==> config.mk <==
export PLATFORM = sky130hd
export DESIGN_NAME = csp_regs
export DESIGN_NICKNAME = d
export VERILOG_FILES = /design/src/rtl/csp_pkg.sv /design/src/rtl/csp_chan.sv /design/src/rtl/csp_rx_buf.sv /design/src/rtl/csp_tx_port.sv /design/src/rtl/csp_regs.sv
export SDC_FILE = /design/constraint.sdc
export NUM_CORES = 1
export LEC_CHECK = 0
export ABC_AREA = 1
export BUFFER_PORTS_ARGS = -buffer_cell sky130_fd_sc_hd__clkbuf_2
export CORE_ASPECT_RATIO = 0.5
export CORE_MARGIN = 3
export CORE_UTILIZATION = 35
export DETAILED_ROUTE_END_ITERATION = 8
export GPL_TIMING_DRIVEN = 0
export PLACE_DENSITY = 0.75
export SETUP_SLACK_MARGIN = 0.5
export SYNTH_ARGS = -nofsm -noshare
export SYNTH_HDL_FRONTEND = slang
export SYNTH_SLANG_ARGS = --single-unit
==> constraint.sdc <==
create_clock -name clk -period 1.6 [get_ports clk]
set_input_delay 0.08 -clock clk [delete_from_list [all_inputs] [get_ports clk]]
set_output_delay 0.08 -clock clk [all_outputs]
set_load 0.02 [all_outputs]
==> src/rtl/csp_pkg.sv <==
package csp_pkg;
  localparam int CSP_DONE_BIT = 7;
  localparam int CSP_IE_BIT   = 6;
  localparam int CH_IN        = 0;
  localparam int CH_OUT       = 1;
  localparam int CH_NUM       = 2;

  typedef enum logic [1:0] {
    REG_IN_STAT  = 2'd0,
    REG_IN_DATA  = 2'd1,
    REG_OUT_STAT = 2'd2,
    REG_OUT_DATA = 2'd3
  } csp_reg_e;

  // inbound starts empty, outbound starts ready for a byte
  function automatic logic done_at_reset(input int ch);
    return (ch == CH_OUT);
  endfunction
endpackage

==> src/rtl/csp_chan.sv <==
module csp_chan #(
  parameter bit DONE_INIT = 1'b0
) (
  input  logic clk,
  input  logic rst_n,
  input  logic stat_wr,
  input  logic wr_ie,
  input  logic set_done,
  input  logic clr_done,
  output logic done,
  output logic ie,
  output logic irq
);
  logic ie_n;
  logic done_n;
  logic irq_n;

  always_comb begin
    ie_n   = stat_wr ? wr_ie : ie;
    done_n = done;
    if (set_done)      done_n = 1'b1;
    else if (clr_done) done_n = 1'b0;

    irq_n = irq;
    if (set_done && ie_n)                 irq_n = 1'b1;
    else if (clr_done)                    irq_n = 1'b0;
    else if (stat_wr && !wr_ie)           irq_n = 1'b0;
    else if (stat_wr && wr_ie && done && !ie) irq_n = 1'b1;
  end

  always_ff @(posedge clk or negedge rst_n) begin
    if (!rst_n) begin
      done <= DONE_INIT;
      ie   <= 1'b0;
      irq  <= 1'b0;
    end else begin
      done <= done_n;
      ie   <= ie_n;
      irq  <= irq_n;
    end
  end
endmodule

==> src/rtl/csp_rx_buf.sv <==
module csp_rx_buf #(
  parameter int BYTE_W = 8
) (
  input  logic              clk,
  input  logic              rst_n,
  input  logic              load,
  input  logic [BYTE_W-1:0] din,
  output logic [BYTE_W-1:0] dout
);
  always_ff @(posedge clk or negedge rst_n) begin
    if (!rst_n)    dout <= '0;
    else if (load) dout <= din;
  end
endmodule

==> src/rtl/csp_tx_port.sv <==
module csp_tx_port #(
  parameter int BYTE_W = 8
) (
  input  logic              clk,
  input  logic              rst_n,
  input  logic              start,
  input  logic [BYTE_W-1:0] din,
  input  logic              tx_ready,
  output logic              tx_valid,
  output logic [BYTE_W-1:0] tx_data,
  output logic              complete
);
  // a fresh start in the same cycle supersedes the handshake
  assign complete = tx_valid && tx_ready && !start;

  always_ff @(posedge clk or negedge rst_n) begin
    if (!rst_n) begin
      tx_valid <= 1'b0;
      tx_data  <= '0;
    end else if (start) begin
      tx_valid <= 1'b1;
      tx_data  <= din;
    end else if (complete) begin
      tx_valid <= 1'b0;
    end
  end
endmodule

==> src/rtl/csp_regs.sv <==
module csp_regs
  import csp_pkg::*;
#(
  parameter int DATA_W = 16,
  parameter int BYTE_W = 8
) (
  input  logic              clk,
  input  logic              rst_n,
  input  logic              bus_wr,
  input  logic              bus_rd,
  input  logic [1:0]        bus_addr,
  input  logic [DATA_W-1:0] bus_wdata,
  output logic [DATA_W-1:0] bus_rdata,
  input  logic              rx_valid,
  input  logic [BYTE_W-1:0] rx_data,
  output logic              rx_ready,
  output logic              tx_valid,
  output logic [BYTE_W-1:0] tx_data,
  input  logic              tx_ready,
  output logic              irq_rx,
  output logic              irq_tx
);
  localparam int EXT_W = DATA_W - BYTE_W;

  logic              wr_in_stat, wr_out_stat, wr_out_data, rd_in_data;
  logic              tx_complete;
  logic [BYTE_W-1:0] rx_byte;
  logic [CH_NUM-1:0] stat_wr, set_done, clr_done;
  logic [CH_NUM-1:0] chan_done, chan_ie, chan_irq;
  logic              unused_wdata;

  assign unused_wdata = ^bus_wdata[DATA_W-1:BYTE_W];

  assign wr_in_stat  = bus_wr && (bus_addr == REG_IN_STAT);
  assign wr_out_stat = bus_wr && (bus_addr == REG_OUT_STAT);
  assign wr_out_data = bus_wr && (bus_addr == REG_OUT_DATA);
  assign rd_in_data  = bus_rd && (bus_addr == REG_IN_DATA);
  // writes to inbound data and reads of outbound data have no side effect

  assign rx_ready = 1'b1;

  assign stat_wr[CH_IN]   = wr_in_stat;
  assign stat_wr[CH_OUT]  = wr_out_stat;
  assign set_done[CH_IN]  = rx_valid;
  assign set_done[CH_OUT] = tx_complete;
  assign clr_done[CH_IN]  = rd_in_data;
  assign clr_done[CH_OUT] = wr_out_data;

  for (genvar g = 0; g < CH_NUM; g++) begin : g_chan
    csp_chan #(.DONE_INIT(done_at_reset(g))) u_chan (
      .clk      (clk),
      .rst_n    (rst_n),
      .stat_wr  (stat_wr[g]),
      .wr_ie    (bus_wdata[CSP_IE_BIT]),
      .set_done (set_done[g]),
      .clr_done (clr_done[g]),
      .done     (chan_done[g]),
      .ie       (chan_ie[g]),
      .irq      (chan_irq[g])
    );
  end

  assign irq_rx = chan_irq[CH_IN];
  assign irq_tx = chan_irq[CH_OUT];

  csp_rx_buf #(.BYTE_W(BYTE_W)) u_rx (
    .clk   (clk),
    .rst_n (rst_n),
    .load  (rx_valid),
    .din   (rx_data),
    .dout  (rx_byte)
  );

  csp_tx_port #(.BYTE_W(BYTE_W)) u_tx (
    .clk      (clk),
    .rst_n    (rst_n),
    .start    (wr_out_data),
    .din      (bus_wdata[BYTE_W-1:0]),
    .tx_ready (tx_ready),
    .tx_valid (tx_valid),
    .tx_data  (tx_data),
    .complete (tx_complete)
  );

  always_comb begin
    bus_rdata = '0;
    case (csp_reg_e'(bus_addr))
      REG_IN_STAT: begin
        bus_rdata[CSP_DONE_BIT] = chan_done[CH_IN];
        bus_rdata[CSP_IE_BIT]   = chan_ie[CH_IN];
      end
      REG_IN_DATA:  bus_rdata = {{EXT_W{1'b0}}, rx_byte};
      REG_OUT_STAT: begin
        bus_rdata[CSP_DONE_BIT] = chan_done[CH_OUT];
        bus_rdata[CSP_IE_BIT]   = chan_ie[CH_OUT];
      end
      default: bus_rdata = '0;
    endcase
  end
endmodule

==> results of run 1 <==
==> state kept, by name (all words and copies together) (netlist names) <==
register / flops
u_tx.tx_valid: 1
u_tx.tx_data: 8
u_rx.dout: 8
g_chan.u_chan.irq: 2
g_chan.u_chan.ie: 2
g_chan.u_chan.done: 2
==> through the flow <==
step	cell area, um2	hold WS (ps)
final	1590	18.5
after global routing	1590	22.7
after CTS	1570	14.5
after detailed placement	1490	91.2
after global placement	1490	94.1
after floorplan	1230	-216
==> final timing paths <==
check                                                       start                                to  slack (ps)
worst max-delay path            g_chan[1].u_chan.done$_DFFE_PN1P_                      bus_rdata[7]         330
min in group asynchronous                                   rst_n     g_chan[0].u_chan.ie$_DFF_PN0_         350
worst min register to register        u_tx.tx_data[5]$_DFFE_PN0P_       u_tx.tx_data[5]$_DFFE_PN0P_         490
worst min-delay path                                   rx_data[7]          u_rx.dout[7]$_DFFE_PN0P_          20
max in group asynchronous                                   rst_n       u_tx.tx_data[2]$_DFFE_PN0P_         880
worst max register to register  g_chan[1].u_chan.done$_DFFE_PN1P_  g_chan[1].u_chan.irq$_DFFE_PN0P_         470
==> cell usage after synthesis (all sizes together) <==
cell type,count,share of area
dfrtp,22,0.46
inv,28,0.087
buf,12,0.079
and2,1,0.0052
conb,2,0.0062
nand2,46,0.15
dfstp,1,0.022
nand3,4,0.031
nor2,11,0.041
o21a,1,0.0062
o21ai,16,0.095
o211ai,3,0.019
nand3b,1,0.0062
==> worst register-to-register path, cell delays in order, from the launching register on <==
cell                      delay [ps]
sky130_fd_sc_hd__dfstp_2         540
sky130_fd_sc_hd__inv_2            40
sky130_fd_sc_hd__buf_4           120
sky130_fd_sc_hd__buf_6           100
sky130_fd_sc_hd__nor2_2           60
sky130_fd_sc_hd__nand2_1          50
sky130_fd_sc_hd__nand2_1          50
sky130_fd_sc_hd__nand2_1          40
sky130_fd_sc_hd__nand2_1          60
==> logic make-up after synthesis <==
family	after synthesis
compound gates	20
other cells	2
flops	23
buf+inv	40
simple gates	63
==> cell type report <==
cell class / instances / area (um2)
Sequential cell: 23 / 577
Inverter: 28 / 105
Tap cell: 40 / 50.0
Clock buffer: 4 / 45.0
Fill cell: 305 / 1550
Timing Repair Buffer: 47 / 262
Multi-Input combinational cell: 92 / 455
Buffer: 12 / 95.1
==> where the power goes <==
group	internal [mW]	total (mW)	switching, mW
clock network	0.177	0.347	0.169
registers	0.670	0.713	0.0430
logic	0.199	0.482	0.283
total	1.05	1.54	0.495
==> metal layers <==
metal	routed length [um]	track usage	vias up
li1	-	-	541
met1	1070	0.137	456
met2	1310	0.227	21
met3	133	0.0395	0
met4	0	0.0178	0
met5	0	0	-
==> timing repair <==
action,4_1_cts,5_1_grt
hold buffers,1,0
pin swaps,2,4
hold endpoints to repair,22,0
buffers inserted,3,2
gates resized for setup,4,4
setup endpoints to repair,2,3
==> cells in the final DEF (no fill, tap or decap), types with 6 or more instances in the layout <==
cell type | netlist | final
sky130_fd_sc_hd__buf_4 | 9 | 15
sky130_fd_sc_hd__clkbuf_2 | 0 | 39
sky130_fd_sc_hd__conb_1 | 2 | 9
sky130_fd_sc_hd__dfrtp_1 | 22 | 22
sky130_fd_sc_hd__inv_1 | 27 | 25
sky130_fd_sc_hd__nand2_1 | 45 | 45
sky130_fd_sc_hd__nor2_1 | 10 | 9
sky130_fd_sc_hd__o21ai_0 | 6 | 6
sky130_fd_sc_hd__o21ai_2 | 9 | 9
==> run metrics, run 1 <==
WP data arrival=1190 ps; portion of the post-synthesis area used by sequential elements=0.479; outcome=completed; maximum clock frequency=785 MHz; clock transition at the register clock pins on the worst setup and hold paths after CTS=80 ps; Slew HR=0.626; flip-flop and latch count after synthesis=23; first-pass GRT wire length=3.75 mm; number of hold violations in the final report=0; hold crit path type=in -> reg; maximum vdd ir drop=0.430 mV; cell with the largest stage delay on the worst path=sky130_fd_sc_hd__dfstp_2; last weighted congestion value of the routability-driven placer=0.786; Unique masters post-synth=22; CP Class=reg -> out; CTS Buf Count=3; core outline area=3140 um2; slew of the pin with the lowest slew margin=562 ps; number of vias per cell after detailed routing=4.14; count of cells along the worst hold path=3; synthesized-area fraction occupied by xor and xnor cells=0; cell-by-cell trace of the critical path=inv_2, o211ai_1, buf_4; final setup fails=0; Tot GR Track Use=0.119; post-place setup slack=555 ps; setup slack after layout=326 ps; Area growth, synth to finish=32.0%; total gr overflow=0; kind of start point of the critical path=flop; via count of the first global-routing pass=873; final core area utilization=0.507; die span in y=47.5 um; clock insertion delay at the later pin of the skew report=260 ps; Port-buffer cells=41; synthesized-area fraction occupied by and/or/nand/nor cells=0.229; Initial Util=0.384; average routed wire per standard cell=10.2 um; post-layout power=1.54 mW; number of core rows=14; Total Negative Setup Slacks=0 ps; complex-gate fraction of the synthesized area=0.120; CTS tree=yes; fraction of the mapped netlist area in adder cells=0; net count reported at finish=239; via count=1,018; number of remaining DRC errors=0; maximum single-stage delay on the critical path=540 ps; die outline width=88.9 um; critical path depth=3; maximum count of clock buffers along a single path=2; pin count of the biggest net entering global routing=24; clk_skew=0.308 ps; power per cell area=970 nW/um2; max cap viols=0; final instance count without filler cells=246; Total Routed Length=2.52 mm; HPWL reported at the end of detailed placement=1.95 mm; category of cells accounting for the largest share of critical-path delay=flip-flops; number of DRC markers in iteration 0=66; largest family of logic cells by synthesized area=simple AND/OR/NAND/NOR gates; Buffers & Inverters on Critical Path=2; total clock sinks=23; total number of yosys warnings=0; first-pass detailed-route iteration total=4; share of cell area taken by muxes after synthesis=0; Period Utilization, post-route=0.796; Placed Cells incl. Taps=236; number of antenna violations at the first check in global routing=0; CTS HTree Levels=1; CTS root buffer=sky130_fd_sc_hd__clkbuf_8; post-synthesis instance area=1200 um2; maximum fanout encountered on the critical timing path=2; diode insertion count for antenna repair=0; synthesized instance count=148; Final Max Tran Viols=0; proportion of layout cells with a drive suffix above 1=0.383; antenna viol nets, final=0; worst-case reg-to-reg path depth=8; Critical Path RT=1520 ps; syn_area_per_cell=8.13 um2; number of top-level pins=60; unrepaired setup endpoints after global routing=true; Worst Setup End Kind=primary output; Die ar.=4220 um2; final critical path time including I/O delays and setup=1270 ps; leakage=0.929 nW
Note: power is estimated with default switching activity, not from simulation.
==> run 2: changes to the inputs <==
Settings changed: ABC_AREA 1 to 0, PLACE_DENSITY 0.75 to 0.76.
Clock period 1.6 ns to 1.2 ns, I/O delays scaled along.
==> run metrics, run 2 <==
proportion of layout cells with a drive suffix above 1=0.711; clk_skew=0.267 ps; outcome=complete, but fails checks; Period Utilization, post-route=1.02; Slew HR=0.623; Worst Hold Margin=-218 ps; final setup fails=1; number of antenna violations at the first check in global routing=0; clock transition at the register clock pins on the worst setup and hold paths after CTS=70 ps; hold crit path type=in -> async; reg2reg end=g_chan[1].u_chan.irq$_DFFE_PN0P_; Unique masters post-synth=29; hold buffers post-CTS=1; max cap viols=0; diode insertion count for antenna repair=0; commonest cells in the synthesized netlist=sky130_fd_sc_hd__dfrtp_1 (22), sky130_fd_sc_hd__mux2_2 (16), sky130_fd_sc_hd__buf_4 (10); kind of start point of the critical path=flop; last weighted congestion value of the routability-driven placer=0.755; total number of yosys warnings=0; core outline area=2810 um2; WP data arrival=1160 ps; Worst Setup End Kind=primary output; pin count of the biggest net entering global routing=24; final critical path time including I/O delays and setup=1220 ps; Total Negative Setup Slacks=-23.2 ps; Total Routed Length=2.64 mm; Placement Cell Area=1480 um2; maximum vdd ir drop=0.624 mV; Port-buffer cells=41; flip-flop and latch count after synthesis=23; number of vias per cell after detailed routing=4.74; Critical Path RT=1140 ps; worst-case reg-to-reg path depth=5; average routed wire per standard cell=14.0 um; maximum clock frequency=818 MHz; die span in y=46.0 um; antenna viol nets, final=0; net count reported at finish=185; maximum count of clock buffers along a single path=2; unrepaired setup endpoints after global routing=true; Initial Util=0.398; number of DRC markers in iteration 0=23; library cell with the largest summed area after synthesis=sky130_fd_sc_hd__dfrtp_1; leakage=0.925 nW; number of core rows=13; CTS root buffer=sky130_fd_sc_hd__clkbuf_8; failing checks=negative hold slack, negative setup slack; die outline width=86.0 um; syn_area_per_cell=12.6 um2; CTS Buf Count=3; via count of the first global-routing pass=860; CTS tree=yes; number of hold violations in the final report=22; total non-filler cell area in the finished layout=1850 um2; portion of the post-synthesis area used by sequential elements=0.516; Die ar.=3950 um2; total clock sinks=23; post-layout power=2.31 mW; CTS HTree Levels=1; post-synthesis instance area=1120 um2; number of fillers in the final layout=200; top flip-flop cell by instance count after synthesis=sky130_fd_sc_hd__dfrtp_1; share of flip-flops with an asynchronous set or reset=1.00; Area growth, synth to finish=65.7%; start of the worst register-to-register path=g_chan[1].u_chan.done$_DFFE_PN1P_; power per cell area=1250 nW/um2; CP Class=reg -> out; share of the synthesized area in the top cell type=0.492; number of top-level pins=60; EDFF count, synth=0; setup slack after layout=-23.2 ps; slew of the pin with the lowest slew margin=565 ps; biggest registers after layout=u_rx.dout x8, u_tx.tx_data x8; Final Max Tran Viols=0; reg-to-reg setup timing slack=0 ps; maximum fanout encountered on the critical timing path=2; first-pass detailed-route iteration total=4; number of remaining DRC errors=0; library cell with the highest instance count after synthesis=sky130_fd_sc_hd__dfrtp_1; Tot GR Track Use=0.134; first-pass GRT wire length=4.13 mm; synthesized instance count=89; most frequent standard cell in the layout excluding fill and tap cells=sky130_fd_sc_hd__clkbuf_2; post-place setup slack=138 ps; via count=895; total gr overflow=0; clock insertion delay at the later pin of the skew report=260 ps; most frequent cells in the layout=sky130_fd_sc_hd__clkbuf_2 (22), sky130_fd_sc_hd__mux2_4 (18), sky130_fd_sc_hd__buf_4 (15), sky130_fd_sc_hd__buf_8 (15), sky130_fd_sc_hd__dfrtp_1 (13); cell types with the largest area share after synthesis=sky130_fd_sc_hd__dfrtp_1 (49%), sky130_fd_sc_hd__mux2_2 (16%), sky130_fd_sc_hd__buf_4 (6.7%), sky130_fd_sc_hd__and2_1 (3.4%), sky130_fd_sc_hd__dfstp_2 (2.3%)
[run 2: cell types whose count changed after synthesis, moves of 3 or more]
cell / delta
sky130_fd_sc_hd__nor2_1: -9
sky130_fd_sc_hd__o21ai_0: -3
sky130_fd_sc_hd__and2_1: +5
sky130_fd_sc_hd__o21ai_2: -9
sky130_fd_sc_hd__nand2_1: -41
sky130_fd_sc_hd__inv_1: -26
sky130_fd_sc_hd__mux2_2: +16
[run 2: per-layer routing]
layer | vias to the layer above | routed length [um] | track usage
li1 | 422 | - | -
met1 | 435 | 1140 | 0.161
met2 | 34 | 1350 | 0.256
met3 | 4 | 130 | 0.0271
met4 | 0 | 25 | 0.0284
met5 | - | 0 | 0
[run 2: final cells by class]
cell class              count  area, um2  area share
flip-flops and latches     23        588       0.317
inverters                   1       3.75     0.00203
multi-input cells          61        578       0.312
well taps                  37       46.3      0.0250
repair buffers             51        479       0.259
clock buffers               4       45.0      0.0243
plain buffers              12        113      0.0608
[run 2: cells by family (layout without fill, tap and decap cells)]
group | after synthesis | after routing | synth area share
buf+inv | 13 | 68 | 0.0850
simple gates | 19 | 20 | 0.120
compound gates | 12 | 12 | 0.0705
other cells | 2 | 9 | 0.00671
mux | 20 | 20 | 0.202
flops | 23 | 23 | 0.516
[run 2: timing repair]
item / CTS / global route
endpoints found under the hold margin: 23 / 22
gates cloned: 1 / 0
endpoints found under the setup margin: 40 / 42
buffers inserted: 2 / 7
pin swaps: 1 / 3
gates resized for setup: 56 / 19
[run 2: worst max path at each step]
stage,to,depth (start not counted),from
2_1_floorplan,g_chan[1].u_chan.irq$_DFFE_PN0P_,3,g_chan[1].u_chan.done$_DFFE_PN1P_
6_report,bus_rdata[7],3,g_chan[1].u_chan.done$_DFFE_PN1P_
4_1_cts,bus_rdata[7],3,g_chan[1].u_chan.done$_DFFE_PN1P_
5_1_grt,bus_rdata[7],3,g_chan[1].u_chan.done$_DFFE_PN1P_
3_3_place_gp,g_chan[0].u_chan.irq$_DFFE_PN0P_,5,bus_addr[0]
3_5_place_dp,g_chan[0].u_chan.irq$_DFFE_PN0P_,4,bus_wr
[run 2: critical path, stage by stage, from the launching register on]
cell and delay, ps:
sky130_fd_sc_hd__dfstp_2 540, sky130_fd_sc_hd__mux2i_2 70, sky130_fd_sc_hd__o21ai_2 130, sky130_fd_sc_hd__clkbuf_8 160
[run 2: per-stage QoR]
| step | cells | utilization |
|---|---|---|
| 6_report | 189 | 0.659 |
| 5_1_grt | 189 | 0.659 |
| 4_1_cts | 182 | 0.629 |
| 3_5_place_dp | 174 | 0.525 |
| 3_3_place_gp | 174 | 0.525 |
| 2_1_floorplan | 96 | - |
[run 2: power by group]
group	internal [mW]	leakage, nW	switching (mW)	total (mW)
Sequential	0.908	0.259	0.0981	1.01
Combinational	0.512	0.643	0.333	0.846
Clock	0.236	0.0228	0.220	0.456
Total	1.66	0.925	0.651	2.31
==> run 3: changes to the inputs <==
Settings changed: CORE_MARGIN 3 to 1.5, TNS_END_PERCENT from default to 50.
==> run metrics, run 3 (synthesized netlist as in run 2, its figures left out) <==
outcome=complete, but fails checks; failing checks=negative hold slack, negative setup slack; Worst Hold Margin=-220 ps; Area growth, synth to finish=64.2%; die outline width=83.0 um; first-pass detailed-route iteration total=4; Tot GR Track Use=0.151; worst-case reg-to-reg path depth=4; CTS Buf Count=3; CP Class=reg -> out; hold crit path type=in -> async; number of fillers in the final layout=219; maximum vdd ir drop=0.840 mV; first-pass GRT wire length=4.16 mm; antenna viol nets, final=0; diode insertion count for antenna repair=0; Top Layer Used=met4; number of top-level pins=60; maximum count of clock buffers along a single path=2; via count of the first global-routing pass=876; number of vias per cell after detailed routing=4.58; switching power=0.682 mW; power per cell area=1260 nW/um2; Initial Util=0.369; pin count of the biggest net entering global routing=24; Period Utilization, post-route=1.02; maximum clock frequency=813 MHz; proportion of total power due to net switching=0.294; Critical Path RT=1140 ps; net count reported at finish=184; average routed wire per standard cell=13.8 um; final critical path time including I/O delays and setup=1230 ps; number of remaining DRC errors=0; total clock sinks=23; hold buffers post-CTS=1; Total Negative Setup Slacks=-29.8 ps; clock transition at the register clock pins on the worst setup and hold paths after CTS=80 ps; biggest registers after layout=u_rx.dout x8, u_tx.tx_data x8; final core area utilization=0.606; max cap viols=0; leakage=0.922 nW; proportion of layout cells with a drive suffix above 1=0.682; CTS tree=yes; total non-filler cell area in the finished layout=1840 um2; portion of total power attributed to combinational logic=0.358; cell internal pwr=1.64 mW; setup slack after layout=-29.8 ps; clock network fraction of total power=0.207; CTS HTree Levels=1; cell-by-cell trace of the critical path=mux2i_1, o21ai_2, clkbuf_8; wire length on met2=1.38 mm; Placed Cells incl. Taps=177; post-place setup slack=162 ps; WP data arrival=1170 ps; Worst Setup End Kind=primary output; last weighted congestion value of the routability-driven placer=0.834; maximum single-stage delay on the critical path=550 ps; final instance count without filler cells=191; Final Max Tran Viols=0; via count=875; cell with the largest stage delay on the worst path=sky130_fd_sc_hd__dfstp_2; clk_skew=0.209 ps; number of hold violations in the final report=22; core outline area=3030 um2; Total Routed Length=2.65 mm; clock insertion delay at the later pin of the skew report=260 ps; Port-buffer cells=41; most frequent standard cell in the layout excluding fill and tap cells=sky130_fd_sc_hd__clkbuf_2; unrepaired setup endpoints after global routing=true; post-layout power=2.32 mW; number of core rows=14; routed wl met3=132 um; final setup fails=1; kind of start point of the critical path=flop; CTS root buffer=sky130_fd_sc_hd__clkbuf_8; most frequent cells in the layout=sky130_fd_sc_hd__clkbuf_2 (22), sky130_fd_sc_hd__mux2_4 (18), sky130_fd_sc_hd__dfrtp_1 (14); fraction of power consumed by sequential logic=0.435; die span in y=43.0 um; HPWL reported at the end of detailed placement=1.69 mm; M1 wire length=1.10 mm; Slew HR=0.604; Die ar.=3560 um2; number of DRC markers in iteration 0=46; slew of the pin with the lowest slew margin=594 ps; Placement Cell Area=1470 um2; maximum fanout encountered on the critical timing path=2; total gr overflow=0; number of antenna violations at the first check in global routing=0
run 3: timing repair:
item | 4_1_cts | 5_1_grt
endpoints found under the setup margin | 40 | 42
cloned | 1 | 0
hold endpoints to repair | 23 | 22
gates resized for setup | 47 | 21
buffers inserted | 3 | 5
pin swaps | 1 | 2
run 3: power by group through the flow:
stage          combinational [mW]  sequential [mW]  clock, mW
6_report                    0.830             1.01      0.479
5_1_grt                     0.874             1.02      0.532
4_1_cts                     0.757            0.987      0.494
3_5_place_dp                0.572            0.993          0
3_3_place_gp                0.558            0.988          0
2_1_floorplan               0.305             1.06          0
run 3: final timing paths:
| kind | from | end | slack [ps] |
|---|---|---|---|
| max | g_chan[1].u_chan.done$_DFFE_PN1P_ | bus_rdata[7] | -30 |
| min | rst_n | u_tx.tx_data[2]$_DFFE_PN0P_ | -220 |
| max reg2reg | g_chan[1].u_chan.done$_DFFE_PN1P_ | g_chan[1].u_chan.irq$_DFFE_PN0P_ | 90 |
| min reg2reg | u_rx.dout[1]$_DFFE_PN0P_ | u_rx.dout[1]$_DFFE_PN0P_ | 510 |
| max in group asynchronous | rst_n | u_tx.tx_data[6]$_DFFE_PN0P_ | 1000 |
| min in group clk | bus_wdata[3] | u_tx.tx_data[3]$_DFFE_PN0P_ | 20 |
run 3: metal layers:
layer  GRT usage  vias to the layer above
li1            -                      421
met4      0.0467                        0
met5           0                        -
met2       0.265                       29
met1       0.182                      421
met3      0.0467                        4
run 3: area by class of cell:
class                           instances  area, um2  share of cell area
Multi-Input combinational cell         61        568               0.309
Buffer                                 12        113              0.0613
Timing Repair Buffer                   50        469               0.255
Tap cell                               40       50.0              0.0272
Clock buffer                            3       41.3              0.0225
Clock inverter                          1       5.00             0.00272
Inverter                                1       3.75             0.00204
Sequential cell                        23        587               0.319
run 3: worst max-delay path, delay by kind of cell (launching register included):
kind | cells | cell delay (ps)
DFF | 1 | 550
buffers and inverters | 1 | 160
AOI/OAI and AO/OA | 1 | 120
muxes | 1 | 80
